==> src/rtl/atx_pkg.sv <==
package atx_pkg;
  localparam int ATX_SAMPLE_W   = 32;
  localparam int ATX_FIFO_DEPTH = 8;
  localparam int ATX_DIV_W      = 12;
  localparam int ATX_FRAME_W    = 9;

  typedef enum logic [1:0] {
    FMT_CLASSIC   = 2'd0,
    FMT_DSP_HALF  = 2'd1,
    FMT_DSP_PULSE = 2'd2,
    FMT_DSP_SLOT  = 2'd3
  } atx_fmt_e;
endpackage

==> src/rtl/atx_fifo.sv <==
module atx_fifo #(
  parameter int WIDTH = 64,
  parameter int DEPTH = 8,
  localparam int PTR_W = $clog2(DEPTH),
  localparam int CNT_W = $clog2(DEPTH + 1)
) (
  input  logic             clk,
  input  logic             rst_n,
  input  logic             wr_en,
  input  logic [WIDTH-1:0] wr_data,
  input  logic             rd_en,
  output logic [WIDTH-1:0] head,
  output logic             empty,
  output logic             full,
  output logic [CNT_W-1:0] count
);
  logic [WIDTH-1:0] mem [DEPTH];
  logic [PTR_W-1:0] wp_q, wp_n, rp_q, rp_n;
  logic [CNT_W-1:0] cnt_n;
  logic             do_wr, do_rd;

  assign empty = (count == '0);
  assign full  = (count == CNT_W'(DEPTH));
  assign do_wr = wr_en && !full;
  assign do_rd = rd_en && !empty;
  assign head  = mem[rp_q];

  always_comb begin
    wp_n  = wp_q;
    rp_n  = rp_q;
    cnt_n = count;
    if (do_wr) wp_n = (wp_q == PTR_W'(DEPTH - 1)) ? '0 : wp_q + 1'b1;
    if (do_rd) rp_n = (rp_q == PTR_W'(DEPTH - 1)) ? '0 : rp_q + 1'b1;
    case ({do_wr, do_rd})
      2'b10:   cnt_n = count + 1'b1;
      2'b01:   cnt_n = count - 1'b1;
      default: cnt_n = count;
    endcase
  end

  always_ff @(posedge clk or negedge rst_n) begin
    if (!rst_n) begin
      wp_q  <= '0;
      rp_q  <= '0;
      count <= '0;
    end else begin
      wp_q  <= wp_n;
      rp_q  <= rp_n;
      count <= cnt_n;
    end
  end

  always_ff @(posedge clk) begin
    if (do_wr) mem[wp_q] <= wr_data;
  end
endmodule

==> src/rtl/atx_bitclk.sv <==
module atx_bitclk #(
  parameter int DIV_W   = 12,
  parameter int FRAME_W = 9
) (
  input  logic               clk,
  input  logic               rst_n,
  input  logic               en,
  input  logic [DIV_W-1:0]   div_m1,
  input  logic [FRAME_W-1:0] flen_m1,
  output logic               sck_raw,
  output logic               bit_start,
  output logic [FRAME_W-1:0] bit_idx
);
  logic               run_q, run_n;
  logic [DIV_W-1:0]   hc_q, hc_n;
  logic               ph_q, ph_n;
  logic [FRAME_W-1:0] bc_q, bc_n;

  always_comb begin
    run_n     = run_q;
    hc_n      = hc_q;
    ph_n      = ph_q;
    bc_n      = bc_q;
    bit_start = 1'b0;
    if (!en) begin
      run_n = 1'b0;
      hc_n  = '0;
      ph_n  = 1'b0;
      bc_n  = '0;
    end else if (!run_q) begin
      run_n     = 1'b1;
      bit_start = 1'b1;
    end else if (hc_q == div_m1) begin
      hc_n = '0;
      ph_n = ~ph_q;
      if (ph_q) begin
        bit_start = 1'b1;
        bc_n      = (bc_q == flen_m1) ? '0 : bc_q + 1'b1;
      end
    end else begin
      hc_n = hc_q + 1'b1;
    end
  end

  always_ff @(posedge clk or negedge rst_n) begin
    if (!rst_n) begin
      run_q <= 1'b0;
      hc_q  <= '0;
      ph_q  <= 1'b0;
      bc_q  <= '0;
    end else begin
      run_q <= run_n;
      hc_q  <= hc_n;
      ph_q  <= ph_n;
      bc_q  <= bc_n;
    end
  end

  assign sck_raw = ph_q;
  assign bit_idx = bc_n;
endmodule

==> src/rtl/atx_framer.sv <==
module atx_framer
  import atx_pkg::*;
#(
  parameter int SAMPLE_W = 32,
  parameter int FRAME_W  = 9,
  localparam int LEN_W   = $clog2(SAMPLE_W),
  localparam int PW      = FRAME_W + 1
) (
  input  logic                  clk,
  input  logic                  rst_n,
  input  logic                  en,
  input  logic [1:0]            mode,
  input  logic [LEN_W-1:0]      dlen_m1,
  input  logic [FRAME_W-1:0]    flen_m1,
  input  logic [FRAME_W-1:0]    pos,
  input  logic                  mono,
  input  logic                  right_low,
  input  logic                  zero_fill,
  input  logic                  bit_start,
  input  logic [FRAME_W-1:0]    bit_idx,
  input  logic [2*SAMPLE_W-1:0] head,
  input  logic                  empty,
  output logic                  pop,
  output logic                  underrun,
  output logic                  ws_raw,
  output logic                  sd
);
  atx_fmt_e fmt;
  logic [PW-1:0] flen, half, dlen, b, s, pos_e, l_end, r_beg, r_end, kl, kr;
  logic [LEN_W-1:0] il, ir;
  logic [SAMPLE_W-1:0] lo_w, hi_w, head_l, head_r, hold_l, hold_r, new_l, new_r;
  logic fetch, in_l, in_r, ws_n, sd_n;

  assign fmt   = atx_fmt_e'(mode);
  assign flen  = PW'(flen_m1) + 1'b1;
  assign half  = flen >> 1;
  assign dlen  = PW'(dlen_m1) + 1'b1;
  assign b     = PW'(bit_idx);
  assign pos_e = PW'(pos);

  // classic framing trails the word-select edge by one bit
  always_comb begin
    if (fmt == FMT_CLASSIC) s = (b == '0) ? flen - 1'b1 : b - 1'b1;
    else                    s = b;
  end

  assign fetch    = bit_start && (s == '0);
  assign pop      = fetch && !empty;
  assign underrun = fetch && empty;

  assign lo_w   = head[SAMPLE_W-1:0];
  assign hi_w   = head[2*SAMPLE_W-1:SAMPLE_W];
  assign head_l = right_low ? hi_w : lo_w;
  assign head_r = right_low ? lo_w : hi_w;

  always_comb begin
    new_l = hold_l;
    new_r = hold_r;
    if (fetch) begin
      if (!empty) begin
        new_l = head_l;
        new_r = head_r;
      end else if (zero_fill) begin
        new_l = '0;
        new_r = '0;
      end
    end
  end

  assign l_end = pos_e + dlen;
  assign r_beg = (fmt == FMT_CLASSIC) ? half + pos_e : l_end;
  assign r_end = r_beg + dlen;
  assign in_l  = (s >= pos_e) && (s < l_end);
  assign in_r  = !mono && (s >= r_beg) && (s < r_end);
  assign kl    = s - pos_e;
  assign kr    = s - r_beg;
  assign il    = LEN_W'(dlen - 1'b1 - kl);
  assign ir    = LEN_W'(dlen - 1'b1 - kr);

  always_comb begin
    if (in_l)      sd_n = new_l[il];
    else if (in_r) sd_n = new_r[ir];
    else           sd_n = 1'b0;
  end

  always_comb begin
    unique case (fmt)
      FMT_CLASSIC:   ws_n = (b >= half);
      FMT_DSP_HALF:  ws_n = (b < half);
      FMT_DSP_PULSE: ws_n = (b == '0);
      FMT_DSP_SLOT:  ws_n = (b < dlen);
      default:       ws_n = 1'b0;
    endcase
  end

  always_ff @(posedge clk or negedge rst_n) begin
    if (!rst_n) begin
      ws_raw <= 1'b0;
      sd     <= 1'b0;
      hold_l <= '0;
      hold_r <= '0;
    end else if (!en) begin
      ws_raw <= 1'b0;
      sd     <= 1'b0;
      hold_l <= '0;
      hold_r <= '0;
    end else if (bit_start) begin
      ws_raw <= ws_n;
      sd     <= sd_n;
      hold_l <= new_l;
      hold_r <= new_r;
    end
  end
endmodule

==> src/rtl/audio_frame_tx.sv <==
module audio_frame_tx
  import atx_pkg::*;
#(
  parameter int SAMPLE_W   = ATX_SAMPLE_W,
  parameter int FIFO_DEPTH = ATX_FIFO_DEPTH,
  parameter int DIV_W      = ATX_DIV_W,
  parameter int FRAME_W    = ATX_FRAME_W,
  localparam int LEN_W     = $clog2(SAMPLE_W),
  localparam int CNT_W     = $clog2(FIFO_DEPTH + 1),
  localparam int ENTRY_W   = 2 * SAMPLE_W
) (
  input  logic               clk,
  input  logic               rst_n,
  input  logic               cfg_enable,
  input  logic [1:0]         cfg_mode,
  input  logic [LEN_W-1:0]   cfg_data_len_m1,
  input  logic [FRAME_W-1:0] cfg_frame_len_m1,
  input  logic [FRAME_W-1:0] cfg_position,
  input  logic [DIV_W-1:0]   cfg_div_m1,
  input  logic               cfg_sck_inv,
  input  logic               cfg_ws_inv,
  input  logic               cfg_mono,
  input  logic               cfg_right_low,
  input  logic               cfg_zero_fill,
  input  logic [CNT_W-1:0]   cfg_watermark,
  input  logic               wr_valid,
  input  logic [ENTRY_W-1:0] wr_data,
  input  logic               err_clr,
  output logic               wr_full,
  output logic               irq_level,
  output logic               err_underrun,
  output logic               sck,
  output logic               ws,
  output logic               sd
);
  logic [ENTRY_W-1:0] fifo_head;
  logic [CNT_W-1:0]   fifo_cnt;
  logic               fifo_empty, fifo_pop, underrun_evt;
  logic               sck_raw, bit_start, ws_raw;
  logic [FRAME_W-1:0] bit_idx;
  logic               err_n;

  atx_fifo #(.WIDTH(ENTRY_W), .DEPTH(FIFO_DEPTH)) u_fifo (
    .clk     (clk),
    .rst_n   (rst_n),
    .wr_en   (wr_valid),
    .wr_data (wr_data),
    .rd_en   (fifo_pop),
    .head    (fifo_head),
    .empty   (fifo_empty),
    .full    (wr_full),
    .count   (fifo_cnt)
  );

  atx_bitclk #(.DIV_W(DIV_W), .FRAME_W(FRAME_W)) u_clk (
    .clk       (clk),
    .rst_n     (rst_n),
    .en        (cfg_enable),
    .div_m1    (cfg_div_m1),
    .flen_m1   (cfg_frame_len_m1),
    .sck_raw   (sck_raw),
    .bit_start (bit_start),
    .bit_idx   (bit_idx)
  );

  atx_framer #(.SAMPLE_W(SAMPLE_W), .FRAME_W(FRAME_W)) u_frm (
    .clk       (clk),
    .rst_n     (rst_n),
    .en        (cfg_enable),
    .mode      (cfg_mode),
    .dlen_m1   (cfg_data_len_m1),
    .flen_m1   (cfg_frame_len_m1),
    .pos       (cfg_position),
    .mono      (cfg_mono),
    .right_low (cfg_right_low),
    .zero_fill (cfg_zero_fill),
    .bit_start (bit_start),
    .bit_idx   (bit_idx),
    .head      (fifo_head),
    .empty     (fifo_empty),
    .pop       (fifo_pop),
    .underrun  (underrun_evt),
    .ws_raw    (ws_raw),
    .sd        (sd)
  );

  always_comb begin
    err_n = err_underrun;
    if (err_clr)      err_n = 1'b0;
    if (underrun_evt) err_n = 1'b1;
  end

  always_ff @(posedge clk or negedge rst_n) begin
    if (!rst_n) err_underrun <= 1'b0;
    else        err_underrun <= err_n;
  end

  assign irq_level = (fifo_cnt <= cfg_watermark);
  assign sck       = sck_raw ^ cfg_sck_inv;
  assign ws        = ws_raw ^ cfg_ws_inv;
endmodule

==> config.mk <==
export PLATFORM = sky130hd
export DESIGN_NAME = audio_frame_tx
export DESIGN_NICKNAME = d
export VERILOG_FILES = /design/src/rtl/atx_pkg.sv /design/src/rtl/atx_fifo.sv /design/src/rtl/atx_bitclk.sv /design/src/rtl/atx_framer.sv /design/src/rtl/audio_frame_tx.sv
export SDC_FILE = /design/constraint.sdc
export NUM_CORES = 1
export LEC_CHECK = 0
export CAP_MARGIN = 20
export CORE_ASPECT_RATIO = 0.5
export CORE_MARGIN = 4
export CORE_UTILIZATION = 61
export DETAILED_ROUTE_END_ITERATION = 10
export HOLD_SLACK_MARGIN = 0.03
export PLACE_DENSITY_LB_ADDON = 0.1
export SETUP_SLACK_MARGIN = 0.05
export SLEW_MARGIN = 20
export SYNTH_ARGS = -nofsm -noshare
export SYNTH_HDL_FRONTEND = slang
export SYNTH_SLANG_ARGS = --single-unit
==> constraint.sdc <==
create_clock -name clk -period 10.1 [get_ports clk]
set_clock_uncertainty 0.15 [all_clocks]
set_input_delay 3.03 -clock clk [delete_from_list [all_inputs] [get_ports clk]]
set_output_delay 3.03 -clock clk [all_outputs]
set_load 0.005 [all_outputs]
==> summary.md <==
| Metric | Value |
|---|---|
| Outcome | completed |
| Worst-Skew Late Latency | 0.60 ns |
| DRT Pass-1 Iters | 6 |
| Reg2reg start | u_clk.hc_q[8] |
| Crit path launch type | primary input |
| Worst Hold Depth | 2 |
| IO buf count | 120 |
| Initial core utilization | 61.7% |
| DRC violation count after routing | 0 |
| Final period util | 96.6% |
| Pwr/cell area | ~240 nW/µm² |
| Final HPWL DP | 42.7 mm |
| Hold Path Class | reg2reg |
| Final setup margin | about 0.34 ns |
| Area growth syn-to-layout | 13.0% |
| Vias in the first global route | ~17k |
| Largest area contributor in the netlist | edfxtp_1 |
| Fillers | about 3.2k |
| Hold Vio Cnt, Final | 0 |
| Largest net degree at the start of global routing | 77 |
| Gp weighted congestion | about 0.95 |
| Syn_area_per_cell | 15.2 µm² |
| Hold Crit Endpoint | u_frm.hold_l[3] |
| Critical Path AT | a little over 10 ns |
| Worst-Margin Slew | approximately 1 ns |
| Leak Pwr | 11.7 nW |
| Post-synth ARST share | ~16% |
| Yosys warns | 0 |
| H-tree Lvls | 2 |
| Seq/Total Area, Yosys | 61.9% |
| CTS tree | yes |
| Place WS | -0.0843 ns |
| Final Slew Violations | 0 |
| Post-synth EDFFs | ~510 |
| # diodes | 0 |
| Core Area | 46800 µm² |
| Initial DRC Count | between 1.5k and 2k |
| Internal reg-to-reg setup slack | about 2.8 ns |
| Layout cell share with drive strength beyond 1 | 15.6% |
| Post-Place Cells | ~2.6k |
| Crit Path Class | in2reg |
| Number of hold buffers added after cts | 0 |
| Hold_sp | u_frm.hold_l[3] |
| Top Ports | 121 |
| Worst Reg-to-Reg Cells | 26 |
| RSZ-0062 raised after global routing | false |
| Final setup violating endpoints | 0 |
| Syn_nets | roughly 2.1k |
| Via density | around 6.3 |
| CTS clk-pin slew, worst paths | approximately 0.090 ns |
| GRT Residual Overflow | 0 |
| Most frequent cells in the layout | edfxtp_1, mux4_2, nor2_1, clkdlybuf4s50_1 |
| Max-cap violations | 0 |
| Fmax achieved | between 100 and 150 MHz |
| Die Y-Extent | 162 µm |
| Clk buf depth | 3 |
| CP Capture Type | register |
| Die ar. | just over 50000 µm² |
| CTS buffer count | 50 |
| GRT Overall Usage | between 20% and 30% |
| Worst-path maximum fanout | 4 |
| Post-synthesis register bit count | 612 |
| Final non-filler cell total | between 2k and 3k |
| Antenna-violating nets left | 0 |
| Max-slew headroom | 32.2% |
| Area contributors post-synth | edfxtp_1, mux4_2, dfrtp_1, ha_1, nor2_1 |
| CP required | around 10 ns |
| Vias | about 17k |
| # rows | 56 |
| Nets | around 2.3k |
| Origin of the worst setup path | cfg_div_m1[8] |
| Fin crit period | just under 10 ns |
| CTS root buffer | clkbuf_16 |
| Unique cell type count in the Yosys netlist | 83 |
| DRT Wirelength | between 60 and 70 mm |
| Mapped Cells | 1902 |
| Maximum vdd drop | between 0.00015 and 0.0002 V |
| WL/cell | ~25 µm |
| Post-synthesis instance area | 28900 µm² |
| Commonest non-fill, non-tap cell in the layout | edfxtp_1 |
| Die width | 316 µm |
| Main synth FF type | edfxtp_1 |
| Reg2reg end | u_frm.sd |
| First-pass GRT wire length | approximately 100 mm |
| # clock sinks | around 600 |
| Post-CTS Setup Bufs | 0 |
| Initial antenna violation count | 1 |
| Synth top area share | a little over half |
-- critical path, stage by stage --
cell and delay [ns]:
clkdlybuf4s50_1 0.41, xor2_1 0.17, or4_1 0.55, or4_4 0.57, a22o_1 0.21, or2_4 0.27, or4_4 0.55, o21a_1 0.21
o21ai_0 0.14, inv_1 0.06, ha_1 0.30, o21ai_0 0.37, ha_1 0.32, a21o_1 0.16, a21o_1 0.17, a21o_1 0.17
a21o_1 0.17, a21oi_1 0.15, nor2b_1 0.06, o21ai_0 0.14, nand2b_1 0.07, a211oi_1 0.28, a2111oi_1 0.14, nand2b_1 0.19
a2111oi_0 0.66, or4b_1 0.50, nand4_1 0.10
-- power by group --
part	switching [mW]	internal [mW]	total, mW
registers	0.192	3.10	3.29
clock network	0.895	1.01	1.91
logic	1.42	1.12	2.54
total	2.50	5.23	7.74
-- cell usage after synthesis (13+ instances only) --
master	number
a22oi_1	37
dfrtp_1	100
edfxtp_1	512
ha_1	97
nand2_1	92
nand2b_1	20
xor2_1	42
nor2b_1	13
inv_1	85
a21o_1	25
mux2_2	24
mux2i_1	30
a21oi_1	88
xnor2_1	50
nor2_1	131
mux4_2	152
nor3_1	20
clkbuf_1	47
nand3_1	35
buf_1	25
a2bb2oi_1	16
o21ai_0	54
-- kinds of logic (layout without fill, tap and decap cells) --
kind of cell / count (synthesis) / count (layout) / synth area share (%)
simple gates: 382 / 382 / 6.29
compound gates: 326 / 326 / 7.62
flops: 612 / 612 / 61.9
mux: 206 / 206 / 13.8
xor+xnor: 93 / 93 / 2.87
buf+inv: 173 / 356 / 2.37
fa+ha+maj: 110 / 110 / 5.07
-- stage by stage --
step	TNS, ns	util [%]	power (mW)	instance area [µm²]	hold slack, ns
after floorplan	0	-	5.03	28900	0.319
after global placement	-0.0384	66.3	5.83	31000	0.333
after detailed placement	-0.0843	66.3	5.87	31000	0.345
after CTS	0	69.7	7.77	32600	0.361
after global routing	0	69.7	8.13	32600	0.389
final	0	69.7	7.74	32600	0.360
-- repair_timing --
item / CTS / global route
resized for setup: 0 / 1
hold endpoints to repair: 0 / 0
setup endpoints to repair: 0 / 1
-- worst max path at each step --
stage                     to  slack [ns]
global placement    u_frm.sd       -0.04
finish              u_frm.sd        0.34
CTS                 u_frm.sd        0.50
global route        u_frm.sd        0.06
detailed placement  u_frm.sd       -0.08
floorplan           u_frm.sd        0.69
-- metal layers --
layer  routed length (µm)  vias up  track usage (%)  part of all wire [%]
met5                    9        -                0                 0.013
met4                 1030        2             5.36                   1.5
met3                 5840       86             5.92                   8.7
met2                31600      688             42.2                    47
met1                28800     8680             39.8                    43
li1                     -     7713                -                     -
-- area by class of cell --
type,instances,area [µm²],share of cell area [%]
Clock inverter,27,224,0.687
Timing Repair Buffer,175,1630,5.00
Clock buffer,65,1360,4.17
Sequential cell,612,17900,54.9
Multi-Input combinational cell,1117,10400,31.8
Inverter,89,335,1.03
Tap cell,638,798,2.45
-- flip-flops by register name, summed over array words and instances (netlist names), 3 cells and up --
signal and count:
u_frm.hold_l 32, u_fifo.mem 512, u_clk.bc_q 9, u_fifo.count 4
u_clk.hc_q 12, u_frm.hold_r 32, u_fifo.rp_q 3, u_fifo.wp_q 3
Power figures use the tool's default switching activity.
